[src/rtl/idframe_ser.sv]
module idframe_ser #(
  parameter int          ID_W    = 40,
  parameter int          ROW_W   = 4,
  parameter int          HDR_LEN = 9,
  parameter logic [31:0] CFG     = 32'h00148040
) (
  input  logic            clk,
  input  logic            rst_n,
  input  logic            load,
  input  logic [ID_W-1:0] id_in,
  input  logic            bit_stb,
  output logic            ser_bit,
  output logic            frame_start,
  output logic [31:0]     word_hi,
  output logic [31:0]     word_lo,
  output logic [31:0]     cfg_word
);
  localparam int ROWS     = ID_W / ROW_W;
  localparam int BODY_END = HDR_LEN + ROWS * (ROW_W + 1);
  localparam int COL_END  = BODY_END + ROW_W;
  localparam int FRAME    = COL_END + 1;
  localparam int HALF     = FRAME / 2;
  localparam int PW       = $clog2(FRAME);
  localparam int SW       = $clog2(ROW_W + 1);
  localparam int CW       = $clog2(ROW_W);

  logic [PW-1:0]    pos;
  logic [SW-1:0]    sub;
  logic [ID_W-1:0]  shreg, id_q, stage, nxt_id;
  logic [ROW_W-1:0] cpar;
  logic             rpar, pend;
  logic             in_hdr, in_body, in_col, is_par, last;
  logic [FRAME-1:0] frame_vec;

  function automatic logic [FRAME-1:0] build(input logic [ID_W-1:0] v);
    logic [FRAME-1:0] f;
    logic [ROW_W-1:0] cp;
    logic             rp;
    f  = '0;
    cp = '0;
    for (int h = 0; h < HDR_LEN; h++) f[FRAME-1-h] = 1'b1;
    for (int r = 0; r < ROWS; r++) begin
      rp = 1'b0;
      for (int c = 0; c < ROW_W; c++) begin
        f[FRAME-1-HDR_LEN-r*(ROW_W+1)-c] = v[ID_W-1-r*ROW_W-c];
        rp    = rp ^ v[ID_W-1-r*ROW_W-c];
        cp[c] = cp[c] ^ v[ID_W-1-r*ROW_W-c];
      end
      f[FRAME-1-HDR_LEN-r*(ROW_W+1)-ROW_W] = rp;
    end
    for (int c = 0; c < ROW_W; c++) f[FRAME-1-BODY_END-c] = cp[c];
    return f;
  endfunction

  assign frame_vec   = build(id_q);
  assign word_hi     = frame_vec[FRAME-1 -: HALF];
  assign word_lo     = frame_vec[HALF-1:0];
  assign cfg_word    = CFG;

  assign in_hdr      = pos < PW'(HDR_LEN);
  assign in_body     = pos < PW'(BODY_END);
  assign in_col      = pos < PW'(COL_END);
  assign is_par      = sub == SW'(ROW_W);
  assign last        = pos == PW'(FRAME - 1);
  assign frame_start = pos == '0;
  assign nxt_id      = load ? id_in : (pend ? stage : id_q);

  always_comb begin
    if (in_hdr)       ser_bit = 1'b1;
    else if (in_body) ser_bit = is_par ? rpar : shreg[ID_W-1];
    else if (in_col)  ser_bit = cpar[sub[CW-1:0]];
    else              ser_bit = 1'b0;
  end

  always_ff @(posedge clk) begin
    if (!rst_n) begin
      pos   <= '0;
      sub   <= '0;
      shreg <= '0;
      id_q  <= '0;
      stage <= '0;
      pend  <= 1'b0;
      rpar  <= 1'b0;
      cpar  <= '0;
    end else begin
      if (load) begin
        stage <= id_in;
        pend  <= 1'b1;
      end
      if (bit_stb) begin
        if (last) begin
          pos   <= '0;
          sub   <= '0;
          rpar  <= 1'b0;
          cpar  <= '0;
          shreg <= nxt_id;
          id_q  <= nxt_id;
          pend  <= 1'b0;
        end else begin
          pos <= pos + 1'b1;
          if (!in_hdr && in_body) begin
            if (is_par) begin
              rpar <= 1'b0;
              sub  <= '0;
            end else begin
              shreg              <= shreg << 1;
              rpar               <= rpar ^ shreg[ID_W-1];
              cpar[sub[CW-1:0]]  <= cpar[sub[CW-1:0]] ^ shreg[ID_W-1];
              sub                <= sub + 1'b1;
            end
          end else if (!in_body && in_col) begin
            sub <= sub + 1'b1;
          end
        end
      end
    end
  end

  AST_SER_EQ_WORDS: assert property (@(posedge clk) disable iff (!rst_n)
    ser_bit == frame_vec[PW'(FRAME - 1) - pos]);
  AST_START_IS_HEADER: assert property (@(posedge clk) disable iff (!rst_n)
    frame_start |-> ser_bit);
  AST_STOP_ZERO: assert property (@(posedge clk) disable iff (!rst_n)
    last |-> !ser_bit);
  AST_HOLD_NO_STB: assert property (@(posedge clk) disable iff (!rst_n)
    !bit_stb |=> $stable(ser_bit) && $stable(frame_start));
  AST_WRAP_TO_START: assert property (@(posedge clk) disable iff (!rst_n)
    (bit_stb && last) |=> frame_start);
  AST_ID_HELD_MIDFRAME: assert property (@(posedge clk) disable iff (!rst_n)
    !(bit_stb && last) |=> $stable(word_hi) && $stable(word_lo));
endmodule

[config.mk]
export PLATFORM = sky130hd
export DESIGN_NAME = idframe_ser
export DESIGN_NICKNAME = d
export VERILOG_FILES = /design/src/rtl/idframe_ser.sv
export SDC_FILE = /design/constraint.sdc
export NUM_CORES = 1
export LEC_CHECK = 0
export ABC_AREA = 1
export BUFFER_PORTS_ARGS = -buffer_cell sky130_fd_sc_hd__clkbuf_2
export CORE_ASPECT_RATIO = 1.2
export CORE_MARGIN = 4
export CORE_UTILIZATION = 50
export CTS_CLUSTER_SIZE = 24
export DETAILED_ROUTE_END_ITERATION = 16
export HOLD_SLACK_MARGIN = 0.1
export PLACE_DENSITY = 0.72
export SETUP_SLACK_MARGIN = 0.15
export SLEW_MARGIN = 10
export SYNTH_ARGS = -nofsm -noshare
export SYNTH_HDL_FRONTEND = slang
export SYNTH_SLANG_ARGS = --single-unit
[constraint.sdc]
create_clock -name clk -period 2.4 [get_ports clk]
set_input_delay 0.12 -clock clk [delete_from_list [all_inputs] [get_ports clk]]
set_output_delay 0.12 -clock clk [all_outputs]
set_load 0.005 [all_outputs]
==> results of run 1 <==
==> metal layers <==
| layer | routed length, um | vias up | GRT usage, % |
|---|---|---|---|
| met3 | 860 | 26 | 4.334 |
| met2 | 9037 | 182 | 37.75 |
| met4 | 409 | 0 | 7.505 |
| li1 | - | 3596 | - |
| met5 | 0 | - | 0 |
| met1 | 8380 | 3099 | 28.66 |
==> path summary, 6_finish.rpt <==
kind	from	end	slack [ns]	cells after the start
hold reg to reg	stage[8]$_SDFFE_PN0P_	stage[8]$_SDFFE_PN0P_	0.46	2
hold / removal	bit_stb	pos[0]$_SDFFE_PN0P_	0.18	4
setup reg to reg	pos[0]$_SDFFE_PN0P_	id_q[22]$_SDFFE_PN0P_	0.36	8
setup / recovery	pos[0]$_SDFFE_PN0P_	id_q[22]$_SDFFE_PN0P_	0.36	8
==> cell families (layout without fill, tap and decap cells) <==
kind of cell / after synthesis / count (layout) / share of synthesized area, %
AND/OR/NAND/NOR: 503 / 503 / 27.15
buffers and inverters: 233 / 322 / 14.70
AO/OA/AOI/OAI: 186 / 186 / 14.28
flip-flops: 135 / 135 / 36.84
XOR/XNOR: 48 / 48 / 5.731
adder cells (fa/ha/maj): 7 / 7 / 1.194
other: 2 / 42 / 0.1024
==> stage by stage <==
stage               worst slack (ns)  cell area (um^2)  hold WS [ns]
floorplan                     0.7859              7486        0.2830
global placement              0.3538              7779        0.3868
detailed placement            0.3063              7779        0.3900
CTS                           0.2867              8715        0.1580
global route                  0.1267              8730        0.2111
finish                        0.3598              8730        0.1762
==> cell type report <==
| cell class | instances | area, um^2 | area share, % |
|---|---|---|---|
| multi-input combinational | 786 | 3717 | 42.58 |
| sequential | 135 | 2704 | 30.97 |
| timing repair buffer | 157 | 1050 | 12.03 |
| inverter | 136 | 514.2 | 5.891 |
| clock buffer | 25 | 505.5 | 5.790 |
| tap | 175 | 219.0 | 2.508 |
| clock inverter | 4 | 20.02 | 0.2293 |
==> state kept, by name (all words and copies together) (netlist names) <==
| name | flops |
|---|---|
| cpar | 4 |
| rpar | 1 |
| id_q | 40 |
| shreg | 40 |
| pos | 6 |
| pend | 1 |
| sub | 3 |
| stage | 40 |
==> power by group <==
part,switching (W),leakage (nW),total (W),internal [W]
clock,0.000902,0.265,0.00233,0.00143
sequential,0.0000285,1.10,0.00232,0.00229
combinational,0.000243,2.81,0.000407,0.000164
total,0.00117,4.18,0.00506,0.00388
==> cell usage after synthesis (7+ instances only) <==
library cell,number
o22ai_1,25
buf_2,22
buf_4,43
xnor2_1,32
nand2_1,305
xor2_1,16
inv_1,134
or2_2,8
dfxtp_1,135
o21ai_1,7
nand3_1,23
o21ai_0,70
nor2_1,151
ha_1,7
a21boi_0,14
a21oi_1,50
clkbuf_1,26
o21a_1,15
==> worst max-delay path, cell delays in order, from the launching register on <==
cell and delay (ns):
dfxtp_1 0.35, ha_1 0.23, nand2_1 0.14, nor2_1 0.16, nand2_1 0.12, nand2_1 0.16
clkinvlp_4 0.47, nand2_1 0.18, o21ai_0 0.09
==> what timing repair did <==
item | 4_1_cts | 5_1_grt
hold buffers | 41 | 0
gates resized for setup | 0 | 3
endpoints found under the hold margin | 48 | 0
setup endpoints to repair | 0 | 41
==> flow_summary.toml, run 1 <==
[cells_and_area]
nNetsFinal = 1284
utilization_pct = 60.56
fillers = 1319
antenna-diode-count = 0
drive_above_1_share_pct = 12.87
final_cell_count_no_fill = 1418
final_cell_mix = "305 x nand2_1, 151 x nor2_1, 134 x dfxtp_1"
final_common_cell = "nand2_1"
area_delta_synth_final_pct = 19.00

[worst_setup_path]
crit_type = "reg -> reg"
path_max_fanout = 29
cp.arrival_ns = 2.32
cp-end-kind = "flop"
critPathRequiredTime_ns = 2.68
startpoint_type = "flop"

[global_routing]
grt_pass1_vias = 6142
grt_max_degree = 80
grt_usage_pct = 22.34
grt_overflow = 0
grt_antenna_before_repair = 0
grt_pass1_wl_mm = 30.39

[cts]
post_cts_buffers = 0
clk_pin_slew_ns = 0.05
clock_path_buffers = 2
cts_tree = "built"
cts_made_buffers = 17
cts_root_buffer = "clkbuf_16"
htree_levels = 4
cts_sinks = 135
clk_latency_ns = 0.41

[placement]
place_inst = 1348
dp.final_hpwl_mm = 12.76
portBuffers = 99
routabilityCongestion = 0.8314

[power_and_ir_drop]
irDropWorstVdd_mv = 0.3643
power_w = 0.005057
power_density_nw_per_um2 = 579.3
power_leakage_nw = 4.175

[synthesis]
netlist_area_um2 = 7336
synth_ff_type = "dfxtp_1"
synthDistinctLibCells = 34
yosys_register_bits = 135
ys_seq_area_share_pct = 36.84
syn-instance-count = 1114
yosysWarnings = 0
async_flop_share_pct = 0
synth_area_leaders = "dfxtp_1 37%, nand2_1 16%, nor2_1 7.7%, inv_1 6.9%, o21ai_0 4.8%"
synth_top_cell_by_area = "dfxtp_1"
synth_edf_count = 0
synth_top_area_share_pct = 36.84
avgSynthCellArea_um2 = 6.585

[sta]
final-hold-violation-count = 0
worst_pin_slew_ns = 0.6840
finalCritPeriodShare_pct = 85.01
max_slew_margin_pct = 54.40
finalMaxSlewViolations = 0
fmax_mhz = 490.1
fin_setup_tns_ns = 0
rsz0062_at_grt = "yes"
setup_viol = 0
finClkSkew_ns = 0.006192
timing.final.crit_period_ns = 2.040

[detailed_routing]
drt-wirelength-per-cell_um = 13.18
vias = 6903
firstDrtPassIters = 6
drtIter0Drc = 441
via_per_inst = 4.868
drt_wl_total_mm = 18.69
drc_errors = 0
ant_nets = 0

[floorplan]
dieArea_um2 = 16680
rows = 48
die_y_um = 140.7
start_util_pct = 50.89
io_pins = 142
die_w_um = 118.6
coreArea_um2 = 14410

[min_path]
worstHoldPathType = "in -> reg"

[status]
status = "complete, no violations"

[job]
cap_viol_max_count = 0
(Power assumes the default switching activity.)
==> inputs of run 2 (changes only) <==
==> constraint.sdc (replaced) <==
create_clock -name clk -period 2.4 [get_ports clk]
set_input_delay 0.48 -clock clk [delete_from_list [all_inputs] [get_ports clk]]
set_output_delay 0.48 -clock clk [all_outputs]
set_load 0.005 [all_outputs]
==> run 2 against run 1 <==
Effect of this change: utilization down 0.97 points; sequential cell count did not move; sequential power is essentially flat; critical path depth up 1; global-route usage increased by 0.19 points; non-clock buffer count fell by 32; first-iteration DRC count grew 59%; clock power grew 16%; clock skew fell by 0.0020 ns; routed wire length up 0.65%; highest routed layer unchanged.
==> flow_summary.toml, run 2 (synthesis results as in run 1) <==
[sta]
fin_setup_tns_ns = 0
timing.hold.ws_ns = 0.3153
timing.final.crit_period_ns = 2.255
setup_viol = 0
worst_pin_slew_ns = 0.7651
rsz0062_at_grt = "yes"
finClkSkew_ns = 0.004240
final-hold-violation-count = 0
finalMaxSlewViolations = 0
max_slew_margin_pct = 48.99
finalCritPeriodShare_pct = 93.97
fmax_mhz = 443.4

[worst_setup_path]
cp.arrival_ns = 1.78
crit_start = "id_q[18]$_SDFFE_PN0P_"
cp-end-kind = "output port"
reg2reg_depth = 8
ff2ff_setup_slack_ns = 0.38
path_max_fanout = 5
startpoint_type = "flop"
critPathRequiredTime_ns = 1.92
reg2reg_from = "pos[0]$_SDFFE_PN0P_"
r2r-end = "id_q[25]$_SDFFE_PN0P_"
crit_type = "reg -> out"

[power_and_ir_drop]
power_density_nw_per_um2 = 624.4
sw_frac_of_total_pct = 22.41
pwr-share-clk_pct = 50.5
irDropWorstVdd_mv = 0.3578
p_comb_share_pct = 6.5
p_seq_share_pct = 43.0
p_switching_w = 0.001202
power_leakage_nw = 4.114
p_int_w = 0.004161

[cts]
cts_tree = "built"
cts_made_buffers = 17
clock_path_buffers = 2
cts_root_buffer = "clkbuf_16"
htree_levels = 4
clk_pin_slew_ns = 0.06
clk_latency_ns = 0.42
cts_hold_buffers = 0
cts_sinks = 135

[cells_and_area]
nNetsFinal = 1252
antenna-diode-count = 0
reg_top3 = "id_q x40, shreg x40, stage x40"
area_delta_synth_final_pct = 17.09
final_cell_mix = "300 x nand2_1, 151 x nor2_1, 132 x inv_1"
drive_above_1_share_pct = 16.89
final_common_cell = "nand2_1"

[global_routing]
grt_overflow = 0
grt_max_degree = 61
grt_pass1_vias = 6219
grt_usage_pct = 22.53
grt_pass1_wl_mm = 30.62
grt_antenna_before_repair = 0

[detailed_routing]
met1_length_mm = 8.463
wl_met3_mm = 1.014
firstDrtPassIters = 6
top_layer_used = "met4"
ant_nets = 0
drt-wirelength-per-cell_um = 13.54
vias = 6843
drt_wl_total_mm = 18.81
drtIter0Drc = 702
via_per_inst = 4.927
routed-wl-met2_mm = 8.958
drc_errors = 0

[min_path]
hold_depth = 3
worstHoldPathType = "in -> reg"
worstHoldEndpoint = "stage[8]$_SDFFE_PN0P_"
min_from = "id_in[8]"

[placement]
portBuffers = 99
dp.final_hpwl_mm = 13.10
routabilityCongestion = 0.8210

[job]
cap_viol_max_count = 0

[floorplan]
die_w_um = 118.6
rows = 48
io_pins = 142
coreArea_um2 = 14410
start_util_pct = 50.89
dieArea_um2 = 16680
die_y_um = 140.7

[status]
status = "complete, no violations"
run 2: cell count changes in the layout (fill, tap and decap cells not counted), moves of 5 or more:
cell,delta
nand2_2,+5
dfxtp_1,-21
nand2_1,-5
dlygate4sd3_1,-41
buf_4,+9
dfxtp_4,+9
dfxtp_2,+12
run 2: critical path, stage by stage (launching register included):
cell,delay (ns)
dfxtp_4,0.37
xnor2_2,0.17
or2_2,0.32
nand2_1,0.07
nand2_1,0.05
nand2_1,0.08
inv_1,0.04
nand2_1,0.07
nand2_2,0.07
clkbuf_2,0.11
run 2: worst max path at each step:
stage,to,slack (ns)
after floorplan,shreg[10]$_SDFFE_PN0P_,0.72
after global placement,pos[5]$_SDFFE_PN0P_,0.18
after detailed placement,pos[5]$_SDFFE_PN0P_,0.12
after CTS,word_lo[3],0.06
after global routing,word_lo[3],0.02
final,word_lo[3],0.14
run 2: power groups by stage:
stage	clock (W)	sequential [W]	combinational (W)
CTS	0.00274	0.00232	0.000348
finish	0.00271	0.00231	0.000351
global route	0.00285	0.00231	0.000399
detailed placement	0	0.00236	0.000345
global placement	0	0.00236	0.000342
floorplan	0	0.00235	0.000300
run 2: area by class of cell:
type	instances	area, um^2
clock inverters	8	117.6
inverters	136	514.2
well taps	175	219.0
fillers	1377	5824
repair buffers	125	715.7
clock buffers	24	501.7
flip-flops and latches	135	2753
multi-input cells	786	3769
run 2: stage by stage:
step / power [W] / worst slack, ns / utilization, % / instance area, um^2 / std cells
after CTS: 0.005401 / 0.05868 / 58.72 / 8464 / 1385
after detailed placement: 0.002709 / 0.1177 / 54.31 / 7829 / 1353
final: 0.005363 / 0.1446 / 59.59 / 8589 / 1389
after global routing: 0.005560 / 0.01966 / 59.59 / 8589 / 1389
after global placement: 0.002704 / 0.1829 / 54.31 / 7829 / 1353
after floorplan: 0.002648 / 0.7210 / - / 7486 / 1154
run 2: routing by layer:
metal	global-route usage, %	up-vias
met1	28.76	3071
met3	4.133	30
li1	-	3540
met5	0	-
met4	7.261	0
met2	38.59	202
run 2: what timing repair did:
action / in CTS / in global routing
gates resized for setup: 13 / 31
buffers inserted: 0 / 4
endpoints found under the setup margin: 5 / 7
